===== src/rtl/mmdec_pkg.sv =====
package mmdec_pkg;
  localparam int unsigned ADDR_W = 32;
  localparam int unsigned TAG_W  = 4;
  localparam int unsigned SLOT_W = 8;
  localparam int unsigned N_TGT  = 5;

  typedef enum logic [2:0] {
    TGT_NONE = 3'd0,
    TGT_RAM  = 3'd1,
    TGT_INTC = 3'd2,
    TGT_UART = 3'd3,
    TGT_BLK  = 3'd4
  } tgt_e;
endpackage


===== src/rtl/mmdec_slot_decode.sv =====
module mmdec_slot_decode
  import mmdec_pkg::*;
#(
  parameter logic [ADDR_W:0]   RAM_BYTES   = 33'h0_0400_0000,
  parameter logic [TAG_W-1:0]  WIN_TAG     = 4'hF,
  parameter logic [SLOT_W-1:0] INTC_SLOT_A = 8'h00,
  parameter logic [SLOT_W-1:0] INTC_SLOT_B = 8'h02,
  parameter logic [SLOT_W-1:0] UART_SLOT   = 8'h40,
  parameter logic [SLOT_W-1:0] BLK_SLOT    = 8'h42
) (
  input  logic [ADDR_W-1:0] addr,
  output tgt_e              tgt
);
  localparam int unsigned TAG_LSB  = ADDR_W - TAG_W;
  localparam int unsigned SLOT_LSB = TAG_LSB - SLOT_W;

  logic              in_ram;
  logic              in_win;
  logic [SLOT_W-1:0] slot;

  // stage one: RAM range, then the window tag
  assign in_ram = ({1'b0, addr} < RAM_BYTES);
  assign in_win = (addr[ADDR_W-1:TAG_LSB] == WIN_TAG);
  // stage two: slot inside the window
  assign slot   = addr[TAG_LSB-1:SLOT_LSB];

  always_comb begin
    tgt = TGT_NONE;
    if (in_ram) begin
      tgt = TGT_RAM;
    end else if (in_win) begin
      if (slot == INTC_SLOT_A || slot == INTC_SLOT_B) tgt = TGT_INTC;
      else if (slot == UART_SLOT)                     tgt = TGT_UART;
      else if (slot == BLK_SLOT)                      tgt = TGT_BLK;
    end
  end
endmodule


===== src/rtl/mmdec_irq_merge.sv =====
module mmdec_irq_merge #(
  parameter int unsigned SRC_W    = 8,
  parameter int unsigned UART_BIT = 1,
  parameter int unsigned BLK_BIT  = 2
) (
  input  logic             clk,
  input  logic             rst_n,
  input  logic             uart_touch,
  input  logic             blk_touch,
  input  logic             intc_touch,
  input  logic             uart_lvl,
  input  logic             blk_lvl,
  output logic [SRC_W-1:0] src,
  output logic             eval
);
  logic uart_q;
  logic blk_q;

  always_ff @(posedge clk or negedge rst_n) begin
    if (!rst_n)          uart_q <= 1'b0;
    else if (uart_touch) uart_q <= uart_lvl;
  end

  always_ff @(posedge clk or negedge rst_n) begin
    if (!rst_n)         blk_q <= 1'b0;
    else if (blk_touch) blk_q <= blk_lvl;
  end

  always_ff @(posedge clk or negedge rst_n) begin
    if (!rst_n) eval <= 1'b0;
    else        eval <= uart_touch | blk_touch | intc_touch;
  end

  for (genvar b = 0; b < SRC_W; b++) begin : g_src
    if (b == UART_BIT) begin : g_uart
      assign src[b] = uart_q;
    end else if (b == BLK_BIT) begin : g_blk
      assign src[b] = blk_q;
    end else begin : g_idle
      assign src[b] = 1'b0;
    end
  end

  // serial bit moves only on a serial access, and then to the sampled level
  a_r8_uart_hold: assert property (@(posedge clk) disable iff (!rst_n)
    !uart_touch |=> $stable(src[UART_BIT]));
  a_r8_uart_take: assert property (@(posedge clk) disable iff (!rst_n)
    uart_touch |=> (src[UART_BIT] == $past(uart_lvl)));
  // block bit likewise
  a_r9_blk_hold: assert property (@(posedge clk) disable iff (!rst_n)
    !blk_touch |=> $stable(src[BLK_BIT]));
  a_r9_blk_take: assert property (@(posedge clk) disable iff (!rst_n)
    blk_touch |=> (src[BLK_BIT] == $past(blk_lvl)));
endmodule


===== src/rtl/mmdec_resp.sv =====
module mmdec_resp #(
  parameter int unsigned DATA_W = 32
) (
  input  logic              clk,
  input  logic              rst_n,
  input  logic              accept,
  input  logic [DATA_W-1:0] rdata_in,
  input  logic              err_in,
  input  logic              rsp_ready,
  output logic              rsp_valid,
  output logic [DATA_W-1:0] rsp_rdata,
  output logic              rsp_err
);
  always_ff @(posedge clk or negedge rst_n) begin
    if (!rst_n) begin
      rsp_valid <= 1'b0;
      rsp_rdata <= '0;
      rsp_err   <= 1'b0;
    end else if (accept) begin
      rsp_valid <= 1'b1;
      rsp_rdata <= rdata_in;
      rsp_err   <= err_in;
    end else if (rsp_ready) begin
      rsp_valid <= 1'b0;
    end
  end

  // stalled response is frozen
  a_r7_stall_hold: assert property (@(posedge clk) disable iff (!rst_n)
    (rsp_valid && !rsp_ready) |=> (rsp_valid && $stable(rsp_rdata) && $stable(rsp_err)));
  // an error response never carries data
  a_r4_err_no_data: assert property (@(posedge clk) disable iff (!rst_n)
    (rsp_valid && rsp_err) |-> (rsp_rdata == '0));
endmodule


===== src/rtl/mem_io_router.sv =====
module mem_io_router
  import mmdec_pkg::*;
#(
  parameter int unsigned     DATA_W     = 32,
  parameter logic [ADDR_W:0] RAM_BYTES  = 33'h0_0400_0000,
  parameter int unsigned     INTC_OFF_W = 26,
  parameter int unsigned     DEV_OFF_W  = 20,
  parameter int unsigned     SRC_W      = 8,
  parameter int unsigned     UART_SRC   = 1,
  parameter int unsigned     BLK_SRC    = 2
) (
  input  logic                  clk,
  input  logic                  rst_n,
  input  logic                  req_valid,
  output logic                  req_ready,
  input  logic                  req_write,
  input  logic [ADDR_W-1:0]     req_addr,
  input  logic [DATA_W-1:0]     req_wdata,
  output logic                  rsp_valid,
  input  logic                  rsp_ready,
  output logic [DATA_W-1:0]     rsp_rdata,
  output logic                  rsp_err,
  output logic                  wr_en,
  output logic [DATA_W-1:0]     wr_data,
  output logic                  ram_sel,
  output logic [ADDR_W-1:0]     ram_addr,
  input  logic [DATA_W-1:0]     ram_rdata,
  output logic                  intc_sel,
  output logic [INTC_OFF_W-1:0] intc_off,
  input  logic [DATA_W-1:0]     intc_rdata,
  output logic [SRC_W-1:0]      intc_src,
  output logic                  intc_eval,
  output logic                  uart_sel,
  output logic [DEV_OFF_W-1:0]  uart_off,
  input  logic [DATA_W-1:0]     uart_rdata,
  input  logic                  uart_irq,
  output logic                  blk_sel,
  output logic [DEV_OFF_W-1:0]  blk_off,
  input  logic [DATA_W-1:0]     blk_rdata,
  input  logic                  blk_irq
);
  tgt_e              tgt;
  logic              accept;
  logic [N_TGT-1:0]  hit;
  logic [DATA_W-1:0] rd_mux;

  mmdec_slot_decode #(
    .RAM_BYTES (RAM_BYTES)
  ) u_decode (
    .addr (req_addr),
    .tgt  (tgt)
  );

  assign req_ready = !rsp_valid || rsp_ready;
  assign accept    = req_valid && req_ready;

  for (genvar t = 0; t < N_TGT; t++) begin : g_hit
    assign hit[t] = accept && (tgt == tgt_e'(t));
  end

  assign ram_sel  = hit[TGT_RAM];
  assign intc_sel = hit[TGT_INTC];
  assign uart_sel = hit[TGT_UART];
  assign blk_sel  = hit[TGT_BLK];

  assign ram_addr = req_addr;
  assign intc_off = req_addr[INTC_OFF_W-1:0];
  assign uart_off = req_addr[DEV_OFF_W-1:0];
  assign blk_off  = req_addr[DEV_OFF_W-1:0];
  assign wr_en    = req_write;
  assign wr_data  = req_wdata;

  always_comb begin
    rd_mux = '0;
    if (!req_write) begin
      unique case (tgt)
        TGT_RAM:  rd_mux = ram_rdata;
        TGT_INTC: rd_mux = intc_rdata;
        TGT_UART: rd_mux = uart_rdata;
        TGT_BLK:  rd_mux = blk_rdata;
        default:  rd_mux = '0;
      endcase
    end
  end

  mmdec_resp #(
    .DATA_W (DATA_W)
  ) u_resp (
    .clk       (clk),
    .rst_n     (rst_n),
    .accept    (accept),
    .rdata_in  (rd_mux),
    .err_in    (hit[TGT_NONE]),
    .rsp_ready (rsp_ready),
    .rsp_valid (rsp_valid),
    .rsp_rdata (rsp_rdata),
    .rsp_err   (rsp_err)
  );

  mmdec_irq_merge #(
    .SRC_W    (SRC_W),
    .UART_BIT (UART_SRC),
    .BLK_BIT  (BLK_SRC)
  ) u_irq (
    .clk        (clk),
    .rst_n      (rst_n),
    .uart_touch (uart_sel),
    .blk_touch  (blk_sel),
    .intc_touch (intc_sel),
    .uart_lvl   (uart_irq),
    .blk_lvl    (blk_irq),
    .src        (intc_src),
    .eval       (intc_eval)
  );

  // one strobe at most, and only in an accepting cycle
  a_r5_one_select: assert property (@(posedge clk) disable iff (!rst_n)
    $onehot0({ram_sel, intc_sel, uart_sel, blk_sel}));
  a_r5_select_accepted: assert property (@(posedge clk) disable iff (!rst_n)
    (ram_sel || intc_sel || uart_sel || blk_sel) |-> (req_valid && req_ready));
  // acceptance is answered in the next cycle
  a_r6_rsp_follows: assert property (@(posedge clk) disable iff (!rst_n)
    (req_valid && req_ready) |=> rsp_valid);
  // evaluate pulse tracks peripheral strobes only
  a_r10_eval_after_io: assert property (@(posedge clk) disable iff (!rst_n)
    (intc_sel || uart_sel || blk_sel) |=> intc_eval);
  a_r10_no_eval_else: assert property (@(posedge clk) disable iff (!rst_n)
    !(intc_sel || uart_sel || blk_sel) |=> !intc_eval);
endmodule


===== config.mk =====
export PLATFORM = sky130hd
export DESIGN_NAME = mem_io_router
export DESIGN_NICKNAME = d
export VERILOG_FILES = /design/src/rtl/mmdec_pkg.sv /design/src/rtl/mmdec_slot_decode.sv /design/src/rtl/mmdec_irq_merge.sv /design/src/rtl/mmdec_resp.sv /design/src/rtl/mem_io_router.sv
export SDC_FILE = /design/constraint.sdc
export NUM_CORES = 1
export LEC_CHECK = 0
export CAP_MARGIN = 15
export CELL_PAD_IN_SITES_DETAIL_PLACEMENT = 1
export CELL_PAD_IN_SITES_GLOBAL_PLACEMENT = 1
export CORE_AREA = 2 2 146 148
export DETAILED_ROUTE_END_ITERATION = 8
export DIE_AREA = 0 0 148 150
export PLACE_DENSITY = 0.88
export SLEW_MARGIN = 5
export SYNTH_ARGS = -nofsm -noshare
export SYNTH_HDL_FRONTEND = slang
export SYNTH_SLANG_ARGS = --single-unit

===== constraint.sdc =====
create_clock -name clk -period 2.2 [get_ports clk]
set_input_delay 0.22 -clock clk [delete_from_list [all_inputs] [get_ports clk]]
set_output_delay 0.22 -clock clk [all_outputs]
set_load 0.01 [all_outputs]

==> reports/results.ini <==
[run_status]
outcome=complete, no violations

[drt]
drc=0
firstDrtPassIters=5
routed-via-count=3189
antenna_left=0
wire_per_inst_microns=18.4
wirelength_microns=14300
first_iter_violations=134
via_per_inst=4.09

[finish]
final_common_cell=clkdlybuf4s50_1
area_growth_pct=54.8
nNetsFinal=702
layout_common_cells=clkdlybuf4s50_1, dfrtp_1, nand2_1
seq_area_sq_um=926
multiInputGateArea_sq_um=1390
fillers=2426
utilization=0.257
finalInstanceArea_sq_um=5310
layout-drive-gt1-share=0.210

[critical_path]
end_kind=primary output
r2r_start=u_resp.rsp_valid$_DFFE_PN0P_
ff2ff_path_depth=6
crit_start=req_addr[24]
cp_top_family=simple AND/OR/NAND/NOR gates
startpoint_type=input pin
cpPeakStageDelay_ns=0.56
crit_cells=6
cp_max_fo=3
crit_required_ns=1.98
ff2ff_setup_slack_ns=0.43
critPathBufInv=2
worstPathCellList=clkdlybuf4s15_1 -> or4_4 -> or2_4 -> or3_4 -> nor2_1 -> buf_2
worstSetupPathType=input pin to primary output
critical_path.slowest_cell=or4_4
cp_data_arrival_time_ns=1.94

[logic_synthesis]
synth_top_area_share=0.304
synth.area.top_cells=buf_4, dfrtp_1, mux2_2
synth_edf_count=0
synth_cells=411
synth-async-reset-ratio=1.00
synth_warnings=0
ys_seq_area_frac=0.270
synth_cell_type_count=25
synth_seq_cells=37
yosysTopAreaCell=buf_4
avgSynthCellArea_sq_um=8.34
syn_area_sq_um=3430
synthFlopType=dfrtp_1

[grt]
grt_max_degree=38
grt_pass1_wl_microns=20000
grtUsageTotal=0.119
antenna_found_initial=1
grt_pass1_vias=3451
grt_overflow=0

[pwr]
vdd_ir_drop_max_mv=0.219
p_leak_nw=2.09
powerDensity_nw_per_um2=365

[floorplan]
floorplan.initialDensity=0.166
dieArea_sq_um=22200
die_y_microns=150
ioPinCount=378
rows=53
die_w_microns=148
core_area_sq_um=20700

[sta]
period_minus_slack_ns=2.16
layout_setup_ws_ns=0.0412
setup_tns_ns=0
fin_worst_skew_ns=0.00525
final_max_slew_viol_count=0
setup_viol=0
max_freq_mhz=463
worst_slew_pin_slew_ns=0.942
hold_viol=0
maxSlewHeadroom=0.372
period_share=0.981

[placed_design]
portBuffers=207
gp_congestion=0.761
hpwl_microns=11100
post_dp_cell_area_sq_um=4950
pre_cts_slack_ns=-0.722

[cts]
tritoncts=done
clk_path_buf_depth=2
clk_pin_slew_ns=0.06
numCtsBuffers=5
hold_buffers=0
clk_latency_ns=0.29
cts_sinks=37
root_buffer=clkbuf_16
htreeDepth=2

[min_path]
hold_path.class=input pin to async pin

[flow_run]
maxCapViolCount=0

-- stage by stage --
| stage | power (W) | hold slack (ns) | instances |
|---|---|---|---|
| 4_1_cts | 0.00199 | 0.103 | 774 |
| 3_3_place_gp | 0.00121 | 0.394 | 766 |
| 3_5_place_dp | 0.00122 | 0.423 | 766 |
| 2_1_floorplan | 0.00107 | -0.0756 | 416 |
| 5_1_grt | 0.00204 | 0.152 | 780 |
| 6_report | 0.00194 | 0.0812 | 780 |
-- synthesized netlist by cell type (3+ instances only) --
cell type,number
buf_4,139
nor2_1,5
o21ai_0,3
clkbuf_1,15
a222oi_1,5
mux2_2,34
nor4_1,3
inv_1,27
or2_2,3
a221oi_1,27
buf_6,3
nor3_1,27
dfrtp_1,37
nand2b_1,3
o21ai_1,30
nand2_1,36
buf_1,4
-- sequential cells by signal, summed over array words and instances, names as in the netlist --
register          cells
u_irq.blk_q           1
u_irq.eval            1
u_irq.uart_q          1
u_resp.rsp_err        1
u_resp.rsp_rdata     32
u_resp.rsp_valid      1
-- final timing paths --
| check | to |
|---|---|
| min | u_resp.rsp_rdata[27]$_DFFE_PN0P_ |
| min reg2reg | u_resp.rsp_rdata[2]$_DFFE_PN0P_ |
| max reg2reg | u_resp.rsp_rdata[29]$_DFFE_PN0P_ |
| min in group clk | wr_data[0] |
| max in group asynchronous | u_resp.rsp_rdata[17]$_DFFE_PN0P_ |
| max | intc_sel |
-- cell families after synthesis --
kind of cell | share of synthesized area
AND/OR/NAND/NOR | 0.117
flip-flops | 0.270
AO/OA/AOI/OAI | 0.134
buffers and inverters | 0.366
other | 0.00109
multiplexers | 0.112
-- cell type report --
cell class | count | share of cell area
sequential | 37 | 0.174
clock inverter | 2 | 0.00189
timing repair buffer | 242 | 0.454
inverter | 27 | 0.0191
antenna | 1 | 0.000471
multi-input combinational | 190 | 0.261
clock buffer | 6 | 0.0243
tap | 275 | 0.0648
-- worst reg2reg max path, delay by kind of cell (launching register included) --
kind	cells	cell delay, ns
simple gates	2	0.34
buf+inv	2	0.47
compound gates	2	0.50
flops	1	0.38
-- what timing repair did --
item / 4_1_cts / 5_1_grt
gates resized for setup: 19 / 29
buffers inserted: 0 / 1
setup endpoints to repair: 37 / 22
pin swaps: 3 / 6
cloned: 0 / 4
-- report_power, final --
part | internal [W] | switching [W]
clock | 0.000417 | 0.000310
sequential | 0.000684 | 0.00000211
combinational | 0.000339 | 0.000186
total | 0.00144 | 0.000499
-- per-layer routing --
layer  vias to the layer above  part of all wire  global-route usage
li1                       1448                 -                   -
met1                      1504              0.37               0.132
met2                       183              0.49               0.207
met3                        54             0.088              0.0366
met4                         0             0.044              0.0595
met5                         -                 0                   0
(Power assumes the default switching activity.)
